<file path="config.mk">
export PLATFORM = sky130hd
export DESIGN_NAME = uart_rx_act
export DESIGN_NICKNAME = d
export VERILOG_FILES = /design/src/rtl/uart_rx_pkg.sv /design/src/rtl/rx_line_decode.sv /design/src/rtl/rx_bit_judge.sv /design/src/rtl/rx_idle_watch.sv /design/src/rtl/uart_rx_act.sv
export SDC_FILE = /design/constraint.sdc
export NUM_CORES = 1
export LEC_CHECK = 0
export BUFFER_PORTS_ARGS = -buffer_cell sky130_fd_sc_hd__buf_2
export CAP_MARGIN = 20
export CORE_MARGIN = 8
export CORE_UTILIZATION = 25
export CTS_CLUSTER_DIAMETER = 80
export DETAILED_ROUTE_END_ITERATION = 6
export GPL_TIMING_DRIVEN = 1
export PLACE_DENSITY_LB_ADDON = 0.2
export SYNTH_ARGS = -nofsm -noshare
export SYNTH_HDL_FRONTEND = slang
export SYNTH_SLANG_ARGS = --single-unit
</file>
<file path="constraint.sdc">
create_clock -name clk -period 2.8 [get_ports clk]
set_input_delay 0 -clock clk [delete_from_list [all_inputs] [get_ports clk]]
set_output_delay 0 -clock clk [all_outputs]
set_load 0.01 [all_outputs]
</file>
<file path="src/rtl/uart_rx_pkg.sv">
package uart_rx_pkg;
    localparam int OVS_TICKS = 16;
    localparam int DATA_MAX  = 9;

    typedef enum logic [0:0] {
        RXS_HUNT  = 1'b0,
        RXS_FRAME = 1'b1
    } rx_state_e;
endpackage

</file>
<file path="src/rtl/rx_line_decode.sv">
module rx_line_decode (
    input  logic line_i,
    input  logic irda_i,
    input  logic inv_i,
    output logic bit_o
);
    logic lvl;
    // Polarity is applied first. Pulse mode then reads a pulse as a logic 0.
    always_comb begin
        lvl   = line_i ^ inv_i;
        bit_o = irda_i ? ~lvl : lvl;
    end
endmodule

</file>
<file path="src/rtl/rx_bit_judge.sv">
module rx_bit_judge #(
    parameter int OVS  = 16,
    parameter int IDXW = 5
) (
    input  logic            irda_i,
    input  logic [IDXW-1:0] idx_i,
    input  logic            smp_i,
    input  logic [1:0]      votes_i,
    input  logic            acc_i,
    output logic [1:0]      votes_o,
    output logic            acc_o,
    output logic            bit_o
);
    localparam int VA = OVS / 2;
    localparam int VB = VA + 1;
    localparam int VC = VA + 2;

    logic in_vote;
    always_comb begin
        in_vote = (int'(idx_i) == VA) || (int'(idx_i) == VB) || (int'(idx_i) == VC);
        votes_o = votes_i + {1'b0, (in_vote && smp_i)};
        acc_o   = acc_i & smp_i;
        bit_o   = irda_i ? acc_o : (votes_o >= 2'd2);
    end
endmodule

</file>
<file path="src/rtl/rx_idle_watch.sv">
module rx_idle_watch #(
    parameter int CW = 8
) (
    input  logic          clk,
    input  logic          rst_n,
    input  logic          tick_i,
    input  logic          run_i,
    input  logic          smp_i,
    input  logic [CW-1:0] limit_i,
    output logic          fire_o,
    output logic          idle_o
);
    typedef struct packed {
        logic [CW-1:0] cnt;
        logic          pulse;
    } idle_regs_t;

    idle_regs_t q, n;

    always_comb begin
        n       = q;
        n.pulse = 1'b0;
        fire_o  = 1'b0;
        if (!run_i) begin
            n.cnt = '0;
        end else if (tick_i) begin
            if (!smp_i) begin
                n.cnt = '0;
            end else if (q.cnt < limit_i) begin
                n.cnt = q.cnt + 1'b1;
                if (n.cnt == limit_i) begin
                    fire_o  = 1'b1;
                    n.pulse = 1'b1;
                end
            end
        end
    end

    always_ff @(posedge clk) begin
        if (!rst_n) q <= '0;
        else        q <= n;
    end

    assign idle_o = q.pulse;
endmodule

</file>
<file path="src/rtl/uart_rx_act.sv">
module uart_rx_act
    import uart_rx_pkg::*;
#(
    parameter int OVS  = OVS_TICKS,
    parameter int DMAX = DATA_MAX
) (
    input  logic            clk,
    input  logic            rst_n,
    input  logic            rx_line_i,
    input  logic            os_tick_i,
    input  logic            nine_bit_i,
    input  logic            irda_en_i,
    input  logic            inv_pol_i,
    output logic [DMAX-1:0] rx_data_o,
    output logic            rx_valid_o,
    output logic            frame_err_o,
    output logic            idle_o,
    output logic            rx_active_o
);
    localparam int PHW  = $clog2(OVS);
    localparam int IDXW = PHW + 1;
    localparam int BW   = $clog2(DMAX + 2);
    localparam int CW   = $clog2(OVS * (DMAX + 2) + 1);
    localparam logic [BW-1:0] STOP_LONG  = BW'(DMAX + 1);
    localparam logic [BW-1:0] STOP_SHORT = BW'(DMAX);
    localparam logic [CW-1:0] LIM_LONG   = CW'(OVS * (DMAX + 2));
    localparam logic [CW-1:0] LIM_SHORT  = CW'(OVS * (DMAX + 1));

    typedef struct packed {
        rx_state_e       st;
        logic [PHW-1:0]  ph;
        logic [BW-1:0]   bidx;
        logic [1:0]      votes;
        logic            acc;
        logic [DMAX-1:0] sh;
        logic [DMAX-1:0] data;
        logic            valid;
        logic            ferr;
        logic            active;
    } rx_regs_t;

    rx_regs_t q, n;

    logic            smp;
    logic [IDXW-1:0] idx;
    logic [1:0]      j_votes;
    logic            j_acc;
    logic            j_bit;
    logic            idle_fire;
    logic [BW-1:0]   stop_idx;
    logic [CW-1:0]   idle_lim;

    assign idx      = {1'b0, q.ph} + 1'b1;
    assign stop_idx = nine_bit_i ? STOP_LONG : STOP_SHORT;
    assign idle_lim = nine_bit_i ? LIM_LONG : LIM_SHORT;

    rx_line_decode u_dec (
        .line_i (rx_line_i),
        .irda_i (irda_en_i),
        .inv_i  (inv_pol_i),
        .bit_o  (smp)
    );

    rx_bit_judge #(.OVS(OVS), .IDXW(IDXW)) u_judge (
        .irda_i  (irda_en_i),
        .idx_i   (idx),
        .smp_i   (smp),
        .votes_i (q.votes),
        .acc_i   (q.acc),
        .votes_o (j_votes),
        .acc_o   (j_acc),
        .bit_o   (j_bit)
    );

    rx_idle_watch #(.CW(CW)) u_idle (
        .clk     (clk),
        .rst_n   (rst_n),
        .tick_i  (os_tick_i),
        .run_i   (q.st == RXS_HUNT),
        .smp_i   (smp),
        .limit_i (idle_lim),
        .fire_o  (idle_fire),
        .idle_o  (idle_o)
    );

    always_comb begin
        n       = q;
        n.valid = 1'b0;
        n.ferr  = 1'b0;
        if (os_tick_i) begin
            unique case (q.st)
                RXS_HUNT: begin
                    if (!smp) begin
                        // RT1: the first low sample is phase 1 of the start bit
                        n.active = 1'b1;
                        n.st     = RXS_FRAME;
                        n.ph     = PHW'(1);
                        n.bidx   = '0;
                        n.votes  = '0;
                        n.acc    = 1'b0;
                    end else if (idle_fire) begin
                        n.active = 1'b0;
                    end
                end
                RXS_FRAME: begin
                    n.votes = j_votes;
                    n.acc   = j_acc;
                    n.ph    = q.ph + 1'b1;
                    if (int'(idx) == OVS) begin
                        n.ph    = '0;
                        n.votes = '0;
                        n.acc   = 1'b1;
                        if (q.bidx == '0) begin
                            if (j_bit) n.st = RXS_HUNT;
                            else       n.bidx = BW'(1);
                        end else if (q.bidx == stop_idx) begin
                            n.data  = nine_bit_i ? q.sh : {1'b0, q.sh[DMAX-1:1]};
                            n.valid = 1'b1;
                            n.ferr  = ~j_bit;
                            n.st    = RXS_HUNT;
                            n.bidx  = '0;
                        end else begin
                            n.sh   = {j_bit, q.sh[DMAX-1:1]};
                            n.bidx = q.bidx + 1'b1;
                        end
                    end
                end
                default: n.st = RXS_HUNT;
            endcase
        end
    end

    always_ff @(posedge clk) begin
        if (!rst_n) begin
            q    <= '0;
            q.st <= RXS_HUNT;
        end else begin
            q <= n;
        end
    end

    assign rx_data_o   = q.data;
    assign rx_valid_o  = q.valid;
    assign frame_err_o = q.ferr;
    assign rx_active_o = q.active;
endmodule

</file>
==> key figures <==
Placed design
  • Port bufs: 19
  • Final RePlAce weighted congestion: roughly 0.85
  • Number of cells after detailed placement: 383
  • DP HPWL: 3620 um

STA
  • Worst-Margin Slew: 0.859 ns
  • Slew margin rel.: 42.3%
  • Tcrit/Tclk final: 90.0%
  • RSZ-0062 raised after global routing: no
  • Fin crit period: roughly 2.5 ns
  • Clk_skew: around 0.010 ns
  • Final Hold Viols: 0
  • Max Clk Rate: 397 MHz
  • Final setup violation count: 0
  • Final Max Tran Viols: 0
  • Final TNS setup: 0 ns

Synthesis
  • Commonest cells post-synth: 42 x dfxtp_1, 36 x nand2_1, 15 x o21ai_1, 14 x nor2_1
  • Yosys top cell by area: dfxtp_1
  • Synth Register Bits: 42
  • Post-synthesis cell count: 269
  • Avg Cell Area, Syn: 8.53 um2
  • Syn Nets: 284
  • Post-synthesis async set-or-reset flop share: 0%
  • Count leader, synth: dfxtp_1
  • Synth top area share: approximately 37%
  • Main synth FF type: dfxtp_1
  • Register area share after synthesis: between 30% and 40%
  • Top post-synthesis cells by area: dfxtp_1 37%, nand2_1 5.9%, mux2i_1 5.2%, ha_1 4.4%, o211a_1 3.5%
  • Post-synth EDFFs: 0
  • Syn. warnings: 0
  • Post-synth cell types: 49
  • Post-Syn Area: 2290 um2

Worst hold path
  • WHS Endpoint: u_idle.q[8]
  • Beginning of the worst hold path: os_tick_i
  • Min-Delay Path Class: primary input to register
  • WHS Path Cells: 3

Clocking
  • H-tree levels: 2
  • Clock-pin slew on the worst setup and hold paths: 0.09 ns
  • Buffer count from post-CTS setup fixing: 0
  • Hold_buf cts: 0
  • Maximum clock insertion buffer count: 2
  • Clock root cell: clkbuf_8
  • CTS tree: yes
  • CTS buffer count: 5
  • CTS sink cnt: 42
  • Clock Latency Late Sink: 0.29 ns

Flow run
  • Max cap viols: 0

Setup path
  • R2r worst-path depth: 11
  • Crit. End Element: register
  • Critical path's slowest cell: dfxtp_1
  • Critical path startpoint category: register
  • Critical Path Fanout Max: 6
  • CP peak stage delay: 0.42 ns
  • CP bufs+invs: 0
  • Reg2reg end: q[27]
  • Worst Path Required: ~3.0 ns
  • Worst flop-to-flop path startpoint: q[29]
  • Reg2Reg Setup Slack: 0.28 ns
  • Cell chain of the critical path: ha_1 > nand2_1 > nor3_1 > a21oi_1 > nor3_1 > ha_1 > xnor2_1 > o22ai_2 > nand3_1 > and3_4 > a211o_1
  • Critical Path AT: around 2.7 ns
  • Crit path kind: register to register
  • CP top delay family: simple AND/OR/NAND/NOR gates

Floorplanning
  • # IOs: 20
  • Initial core utilization: 25.3%
  • Chip Height: ~110 um
  • Die X: 112 um
  • Core Rows: 35
  • Total core area: 9060 um2
  • Die area: approximately 13000 um2

Final layout
  • Area grow syn2layout: 12.3%
  • Diodes inserted: 0
  • Fill cell count: 973
  • Post-route insts no fill: approximately 390
  • Layout cells sized above 1: 15.0%
  • Net count, final: around 300

Route
  • DR DRC count: 0
  • Vias: approximately 1.9k
  • Starting DRT DRC Count: about 120
  • Avg WL per Cell: 13.1 um
  • Routed vias/inst: 4.74
  • Post-DRT Antenna Nets: 0
  • Total Wirelength: 5110 um
  • Drt pass-1 iters: 4

GRT
  • Vias in the first global route: 1791
  • First-pass GRT wire length: between 8000 and 9000 um
  • Global route overflow: 0
  • Initial antenna violation count: 0
  • GRT Util Overall: 8.40%
  • Largest net degree at the start of global routing: 22

Power
  • PD cells: 468 nW/um2
  • VDD IR-drop max: 0.191 mV
  • Total leakage power: 1.11 nW

Status
  • Outcome: finished, final reports clean
==> flip-flops by register name, indices dropped and copies added (netlist names) <==
| register | cells |
|---|---|
| q | 21 |
| rx_data_o | 9 |
| u_idle.q | 8 |
| frame_err_o | 1 |
| rx_active_o | 1 |
| rx_valid_o | 1 |
| u_idle.idle_o | 1 |
==> worst min-delay path: stages <==
cell and delay, ns:
buf_2 0.17, nand3_1 0.09, a21oi_1 0.06
==> logic make-up (layout without fill, tap and decap cells) <==
logic type,Yosys count,count (layout),synth area share (%)
buffers and inverters,30,41,6.76
xor gates and xnor gates,6,6,2.89
AOI/OAI and AO/OA,68,68,20.9
muxes,13,13,5.73
adders and majority gates,8,8,4.36
and+or+nand+nor,102,102,22.7
DFF,42,42,36.6
==> worst max path at each step <==
| stage | cells after the start | startpoint | slack (ns) | to |
|---|---|---|---|---|
| final | 11 | q[29] | 0.28 | q[27] |
| after global routing | 11 | q[29] | 0.01 | q[27] |
| after CTS | 11 | q[28] | 0.13 | q[24] |
| after detailed placement | 11 | q[28] | 0.16 | q[24] |
| after global placement | 11 | q[28] | 0.29 | q[27] |
| after floorplan | 11 | q[28] | 0.46 | q[27] |
==> timing repair <==
item | in CTS | in global routing
hold endpoints to repair | 0 | 0
setup endpoints to repair | 0 | 4
resized for setup | 0 | 3
==> layout make-up <==
type	instances	area (um2)	area share (%)
clock buffer	5	68.8	2.67
clock inverter	3	48.8	1.89
inverter	8	30.0	1.17
multi-input combinational	197	1310	50.8
sequential	42	842	32.7
tap	111	139	5.39
timing repair buffer	25	140	5.44
==> per-stage QoR <==
stage / setup WS (ns) / cell area (um2) / utilization [%] / total power, mW / hold WS, ns
after floorplan: 0.464 / 2290 / - / 0.688 / 0.223
after global placement: 0.291 / 2450 / 27.0 / 0.718 / 0.366
after detailed placement: 0.164 / 2450 / 27.0 / 0.717 / 0.369
after CTS: 0.127 / 2570 / 28.3 / 1.22 / 0.0578
after global routing: 0.0138 / 2580 / 28.4 / 1.27 / 0.0647
final: 0.279 / 2580 / 28.4 / 1.21 / 0.0677
==> power breakdown <==
part	switching (mW)	leakage, nW	internal, mW
registers	0.00743	0.339	0.604
clock network	0.231	0.0563	0.272
logic	0.0577	0.710	0.0339
==> cells in the final DEF (no fill, tap or decap), types with 2 or more instances in the layout <==
| cell | netlist | routed |
|---|---|---|
| dfxtp_1 | 42 | 41 |
| nand2_1 | 36 | 36 |
| buf_2 | 4 | 19 |
| o21ai_1 | 15 | 15 |
| nor2_1 | 14 | 14 |
| mux2i_1 | 12 | 12 |
| a21oi_1 | 12 | 11 |
| nand3_1 | 10 | 10 |
| a21boi_1 | 10 | 10 |
| nor3_1 | 8 | 8 |
| o211a_1 | 8 | 8 |
| ha_1 | 8 | 8 |
| inv_1 | 7 | 7 |
| nor2b_1 | 6 | 6 |
| buf_4 | 10 | 6 |
| clkbuf_8 | 0 | 5 |
| nand3b_1 | 4 | 4 |
| and3_1 | 4 | 4 |
| o21ai_0 | 4 | 4 |
| a22oi_1 | 4 | 4 |
| nor3b_1 | 4 | 4 |
| xnor2_1 | 3 | 3 |
| a211oi_1 | 3 | 3 |
| nand4_1 | 2 | 2 |
| or3_1 | 2 | 2 |
| xor2_1 | 2 | 2 |
| nand2b_1 | 2 | 2 |
| a31oi_1 | 2 | 2 |
| a211o_1 | 2 | 2 |
| and2_1 | 2 | 2 |
==> metal layers <==
metal / GRT usage [%] / up-vias / wire [um]
met5: 0 / - / 0
met4: 3.37 / 0 / 83
met3: 2.16 / 5 / 151
met2: 13.3 / 18 / 2250
met1: 10.6 / 861 / 2620
li1: - / 968 / -
(Power assumes the default switching activity.)
